`src/rtl/sab_pkg.sv`:
```
package sab_pkg;

  localparam int CFG_W = 3;

  typedef enum logic [1:0] {
    MODE_PASS = 2'b00,
    MODE_SA0  = 2'b01,
    MODE_SA1  = 2'b10,
    MODE_FLIP = 2'b11
  } sab_mode_e;

  typedef struct packed {
    logic      arm;
    sab_mode_e mode;
  } sab_cfg_t;

endpackage

```
`src/rtl/sab_en_edge.sv`:
```
module sab_en_edge (
  input  logic clk,
  input  logic rst,
  input  logic fault_en,
  output logic en_rise
);

  logic en_q;

  always_ff @(posedge clk) begin
    if (rst) en_q <= 1'b0;
    else     en_q <= fault_en;
  end

  assign en_rise = fault_en & ~en_q;

endmodule

```
`src/rtl/sab_cell.sv`:
```
module sab_cell
  import sab_pkg::*;
(
  input  logic             clk,
  input  logic             rst,
  input  logic             sin,
  input  logic             shift_en,
  input  logic             update,
  input  logic             fault_en,
  input  logic             en_rise,
  input  logic             d_in,
  output logic             d_out,
  output logic             sout,
  output logic [CFG_W-1:0] shadow_o,
  output logic [CFG_W-1:0] active_o
);

  sab_cfg_t shadow_q;
  sab_cfg_t active_q;
  logic     d_next;

  // serial shadow: arm ends in the top bit after three shifts
  always_ff @(posedge clk) begin
    if (rst)           shadow_q <= '0;
    else if (shift_en) shadow_q <= sab_cfg_t'({shadow_q[CFG_W-2:0], sin});
  end

  always_ff @(posedge clk) begin
    if (rst)         active_q <= '0;
    else if (update) active_q <= shadow_q;
  end

  always_comb begin
    d_next = d_in;
    if (fault_en && active_q.arm) begin
      unique case (active_q.mode)
        MODE_SA0:  d_next = 1'b0;
        MODE_SA1:  d_next = 1'b1;
        MODE_FLIP: d_next = en_rise ? ~d_in : d_in;
        default:   d_next = d_in;
      endcase
    end
  end

  always_ff @(posedge clk) begin
    if (rst) d_out <= 1'b0;
    else     d_out <= d_next;
  end

  assign sout     = shadow_q.arm;
  assign shadow_o = shadow_q;
  assign active_o = active_q;

endmodule

```
`src/rtl/sab_chain.sv`:
```
module sab_chain
  import sab_pkg::*;
#(
  parameter int N_SIG = 8
) (
  input  logic             clk,
  input  logic             rst,
  input  logic             scan_in,
  input  logic             shift_en,
  input  logic             update,
  input  logic             fault_en,
  input  logic [N_SIG-1:0] data_in,
  output logic [N_SIG-1:0] data_out,
  output logic             scan_out
);

  localparam int CHAIN_W = CFG_W * N_SIG;

  logic               en_rise;
  logic [N_SIG:0]     link;
  logic [CHAIN_W-1:0] shadow_flat;
  logic [CHAIN_W-1:0] active_flat;

  sab_en_edge u_edge (
    .clk      (clk),
    .rst      (rst),
    .fault_en (fault_en),
    .en_rise  (en_rise)
  );

  assign link[0] = scan_in;

  for (genvar i = 0; i < N_SIG; i++) begin : g_cell
    sab_cell u_cell (
      .clk      (clk),
      .rst      (rst),
      .sin      (link[i]),
      .shift_en (shift_en),
      .update   (update),
      .fault_en (fault_en),
      .en_rise  (en_rise),
      .d_in     (data_in[i]),
      .d_out    (data_out[i]),
      .sout     (link[i+1]),
      .shadow_o (shadow_flat[CFG_W*i +: CFG_W]),
      .active_o (active_flat[CFG_W*i +: CFG_W])
    );
  end

  assign scan_out = link[N_SIG];

endmodule

```
`config.mk`:
```
export PLATFORM = sky130hd
export DESIGN_NAME = sab_chain
export DESIGN_NICKNAME = d
export VERILOG_FILES = /design/src/rtl/sab_pkg.sv /design/src/rtl/sab_en_edge.sv /design/src/rtl/sab_cell.sv /design/src/rtl/sab_chain.sv
export SDC_FILE = /design/constraint.sdc
export NUM_CORES = 1
export LEC_CHECK = 0
export CAP_MARGIN = 40
export CORE_MARGIN = 3
export CORE_UTILIZATION = 40
export CTS_BUF_LIST = sky130_fd_sc_hd__clkbuf_16
export DETAILED_ROUTE_END_ITERATION = 7
export HOLD_SLACK_MARGIN = 0.03
export PLACE_DENSITY = 0.59
export REMOVE_ABC_BUFFERS = 1
export SLEW_MARGIN = 40
export SYNTH_ARGS = -nofsm -noshare
export SYNTH_HDL_FRONTEND = slang
export SYNTH_SLANG_ARGS = --single-unit
export TNS_END_PERCENT = 10
```
`constraint.sdc`:
```
create_clock -name clk -period 2.95 [get_ports clk]
set_input_delay 0.59 -clock clk [delete_from_list [all_inputs] [get_ports clk]]
set_output_delay 0.59 -clock clk [all_outputs]
set_load 0.01 [all_outputs]
```
# Yosys cells after proc, flatten, opt, wreduce, memory -nomap -nowiden
# Cells that the tools add are included.
totals:
  ff_bits: 57
  in_bits: 14
  output_inout_bits: 9
  elab_cells: 107
op_classes:
  n_eq_ne: 24
  muxes: 24
  bitwise_logic: 10
  reduce_logical: 8
op_table:
  columns: ["cell", "n"]
  rows:
  - ["$eq A2 B2 Y1 const B", 16]
  - ["$pmux W1 S3", 8]
  - ["$eq A2 B1 Y1 const B", 8]
  - ["$mux W1", 16]
  - ["$not A1 Y1", 9]
  - ["$logic_and A1 B1 Y1", 8]
  - ["$and A1 B1 Y1", 1]

# Depth between registers and ports, before layout
depth:
  depth_word: 5
  depth_mapped: 5

# Cells and area by module
# Synthesis repeated with hierarchy kept, for this count alone.
unflattened:
  hier_cells: 219
  area_unflattened_um2: 2249.7
modules_own_cells:
  columns: ["mod", "n_inst", "cells_per_inst", "area_per_inst_um2"]
  rows:
  - ["sab_cell", 8, 27, 275.3]
  - ["sab_en_edge", 1, 3, 47.5]

# Worst setup path after synthesis
# Ideal clock, no wire load.
synth_path:
  path_kind: "input to register"
  from: "input port shift_en"
  to: "register g_cell[3].u_cell.shadow_q (netlist bit g_cell[3].u_cell.shadow_o[1])"
  arrival_ps: 1138
  required_time_ps: 2822
  path_slack_ps: 1684
  cell_stages: 4
  n_path_buf: 2
  path_cell_list: "buf_4 -> buf_4 -> mux2i_1 -> nor2_1"
synth_rtl:
  columns: ["item", "line", "text"]
  rows:
  - ["start, declared", "sab_chain.sv:9", "input logic shift_en,"]
  - ["end signal, assigned", "sab_cell.sv:25", "else if (shift_en) shadow_q <= sab_cfg_t'({shadow_q[CFG_W-2:0], sin});"]
  - ["end, declared", "sab_cell.sv:18", "sab_cfg_t shadow_q;"]

# Worst setup path after layout
layout_path:
  from: "input port fault_en"
  to: "register g_cell[7].u_cell.d_out"
layout_via:
  elab_chain_cells: 4
  word_cells_on_any_way: 5
layout_rtl:
  columns: ["item", "line", "text"]
  rows:
  - ["start, declared", "sab_chain.sv:11", "input logic fault_en,"]
  - ["$and A1 B1 Y1", "sab_en_edge.sv:15", "assign en_rise = fault_en & ~en_q;"]
  - ["$mux W1", "sab_cell.sv:39", "MODE_FLIP: d_next = en_rise ? ~d_in : d_in;"]
  - ["$pmux W1 S3", "sab_cell.sv:36", "unique case (active_q.mode)"]
  - ["$mux W1 (*)", "sab_cell.sv:35", "if (fault_en && active_q.arm) begin"]
  - ["end signal, assigned", "sab_cell.sv:47", "else d_out <= d_next;"]
  - ["end, declared", "sab_cell.sv:12", "output logic d_out,"]
# Mark *: on every way between the ends. The rest lies on a longest branch, timed or not.
# A chain may end at the register's enable or synchronous reset.

==> impl_metrics.csv <==
group,metric,value,unit
clock_tree,insertion_delay,320,ps
clock_tree,clock-root-buffer,"clkbuf_16",
cells_and_area,drive_gt1_frac,0.0816,
worst_setup_path,start_kind,"primary input",
route,drt_iter0_markers,46,
yosys,async_flop_share,0,
global_route,antenna_found_initial,0,
clock_tree,cts_setup_buffers,0,
worst_setup_path,critical_path.max_fanout,19,
cells_and_area,syn2layout_area_growth,17.8,%
yosys,syn_avg_cell_area,10.2,µm²
yosys,ys_seq_area_frac,0.493,
route,route.met2.wl,1870,µm
global_route,grt.overflow.total,0,
cells_and_area,fill_cells,547,
global_route,grt_pass1_wl,7210,µm
worst_setup_path,cp-end-kind,"flop",
place,hpwlAfterDp,2520,µm
route,route.detailed.drc,0,
yosys,synth_cell_types,21,
die,dieWidth,82.1,µm
route,vias_per_cell,4.92,
place,preCtsSetupSlack,812,ps
sta,setup_tns,0,ps
route,vias,1559,
die,start_util,0.418,
sta,skew,5.90,ps
route,ant_nets,0,
clock_tree,clk_path_buf_depth,2,
yosys,ys_warn_count,0,
power_and_ir_drop,p_leak,1.16,nW
clock_tree,htreeDepth,3,
sta,fin_crit_sh,0.614,
clock_tree,postCtsHoldBufs,0,
worst_setup_path,worstPathRequired,3160,ps
job,max_cap_viol_count,0,
route,dr.max_layer_used,"met4",
die,rows,27,
sta,worst_slew_pin_slew,668,ps
route,wl_met1,1960,µm
sta,whs,490,ps
power_and_ir_drop,powerDensity,644,nW/µm²
global_route,grt_start_max_net_pins,33,
worst_setup_path,worstPathArrival,2020,ps
die,dieArea,6730,µm²
sta,finalHoldViolCount,0,
cells_and_area,final_common_cell,"dfxtp_1",
yosys,syn-instance-count,227,
place,port_buffers,22,
cells_and_area,num_antenna_cells,0,
clock_tree,cts_buffers,9,
die,coreArea,5540,µm²
sta,drv_slew,0,
cells_and_area,fin_nets,255,
power_and_ir_drop,ir_worst_vdd,0.393,mV
sta,setup_ws,1140,ps
sta,max_freq,552,MHz
yosys,syn_area,2310,µm²
cells_and_area,layout_common_cells,"57 x dfxtp_1, 50 x nor2_1, 48 x mux2i_1",
route,wl_met3,210,µm
sta,max_slew_margin,0.553,
clock_tree,ctsResizeCount,0,
die,ioPinCount,23,
clock_tree,clock-sinks,57,
place,gp_congestion,0.711,
route,wire_per_inst,13.0,µm
global_route,first_global_vias,1524,
run_status,outcome,"complete, no violations",
route,wirelength,4110,µm
clock_tree,tritoncts,"done",
yosys,ys_ff_latch,57,
yosys,synth-main-ff-cell,"dfxtp_1",
clock_tree,path_clk_slew,50,ps
yosys,synth_edf_count,0,
route,dr.pass1.iters,4,
global_route,grt_use_total,0.145,
sta,period_needed,1810,ps
cells_and_area,final_util,0.492,
die,die_y,82.1,µm
sta,rsz0062_at_grt,"false",
worst_setup_path,path_class,"primary input to flop",
sta,setup_viol,0,
worst_hold_path,hp-class,"flop to flop",
==> per-stage QoR <==
| step | total power, mW | cell area (µm²) | cells |
|---|---|---|---|
| 2_1_floorplan | 0.833 | 2140 | 204 |
| 3_3_place_gp | 0.903 | 2470 | 302 |
| 3_5_place_dp | 0.904 | 2470 | 302 |
| 4_1_cts | 1.78 | 2730 | 317 |
| 5_1_grt | 1.83 | 2730 | 317 |
| 6_report | 1.75 | 2730 | 317 |
==> kinds of logic (layout without fill, tap and decap cells) <==
logic type,after synthesis,count (layout),share of synthesized area
AO/OA/AOI/OAI,20,20,0.0508
AND/OR/NAND/NOR,79,79,0.173
buffers and inverters,23,41,0.0757
flip-flops,57,57,0.493
multiplexers,48,48,0.208
==> flip-flops by register name, indices dropped and copies added (netlist names) <==
name	cells
g_cell.u_cell.d_out	8
u_edge.en_q	1
g_cell.u_cell.sout	8
g_cell.u_cell.shadow_o	16
g_cell.u_cell.active_o	24
==> worst paths after layout <==
path / startpoint / slack (ps) / endpoint / cells past startpoint
hold / removal: g_cell[6].u_cell.active_o[0] / 490 / g_cell[6].u_cell.active_o[0] / 2
setup reg to reg: u_edge.en_q / 1670 / g_cell[7].u_cell.d_out / 3
hold reg to reg: g_cell[6].u_cell.active_o[0] / 490 / g_cell[6].u_cell.active_o[0] / 2
setup / recovery: fault_en / 1140 / g_cell[7].u_cell.d_out / 4
==> Yosys cell counts, types with 4 or more instances <==
cell type / instances / area, µm²
nor2_1: 50 / 188
nand2b_1: 6 / 37.5
buf_2: 4 / 20.0
and3b_1: 6 / 52.6
a21oi_1: 10 / 50.1
a31oi_1: 6 / 37.5
nor4_1: 4 / 25.0
mux2i_1: 48 / 480
dfxtp_1: 57 / 1140
buf_4: 14 / 105
nand3_1: 6 / 30.0
==> final cells by class <==
class / instances / area [µm²] / share of cell area
Clock buffer: 9 / 225 / 0.0826
Clock inverter: 6 / 26.3 / 0.00964
Multi-Input combinational cell: 147 / 997 / 0.366
Sequential cell: 57 / 1140 / 0.419
Tap cell: 72 / 90.1 / 0.0331
Timing Repair Buffer: 26 / 245 / 0.0900
==> critical path: stages <==
cell,delay (ps)
clkdlybuf4s50_1,750
and4bb_2,430
o21ai_0,160
a21oi_1,80
==> power breakdown <==
group / internal (mW) / switching, mW
clock network: 0.546 / 0.321
registers: 0.781 / 0.00643
logic: 0.0510 / 0.0489
total: 1.38 / 0.377
==> layer usage <==
| metal | vias to the layer above | GRT usage |
|---|---|---|
| met5 | - | 0 |
| met4 | 0 | 0.0548 |
| met3 | 7 | 0.0702 |
| met2 | 26 | 0.222 |
| met1 | 722 | 0.175 |
| li1 | 804 | - |
No activity file was read; power rests on OpenSTA's default activity.
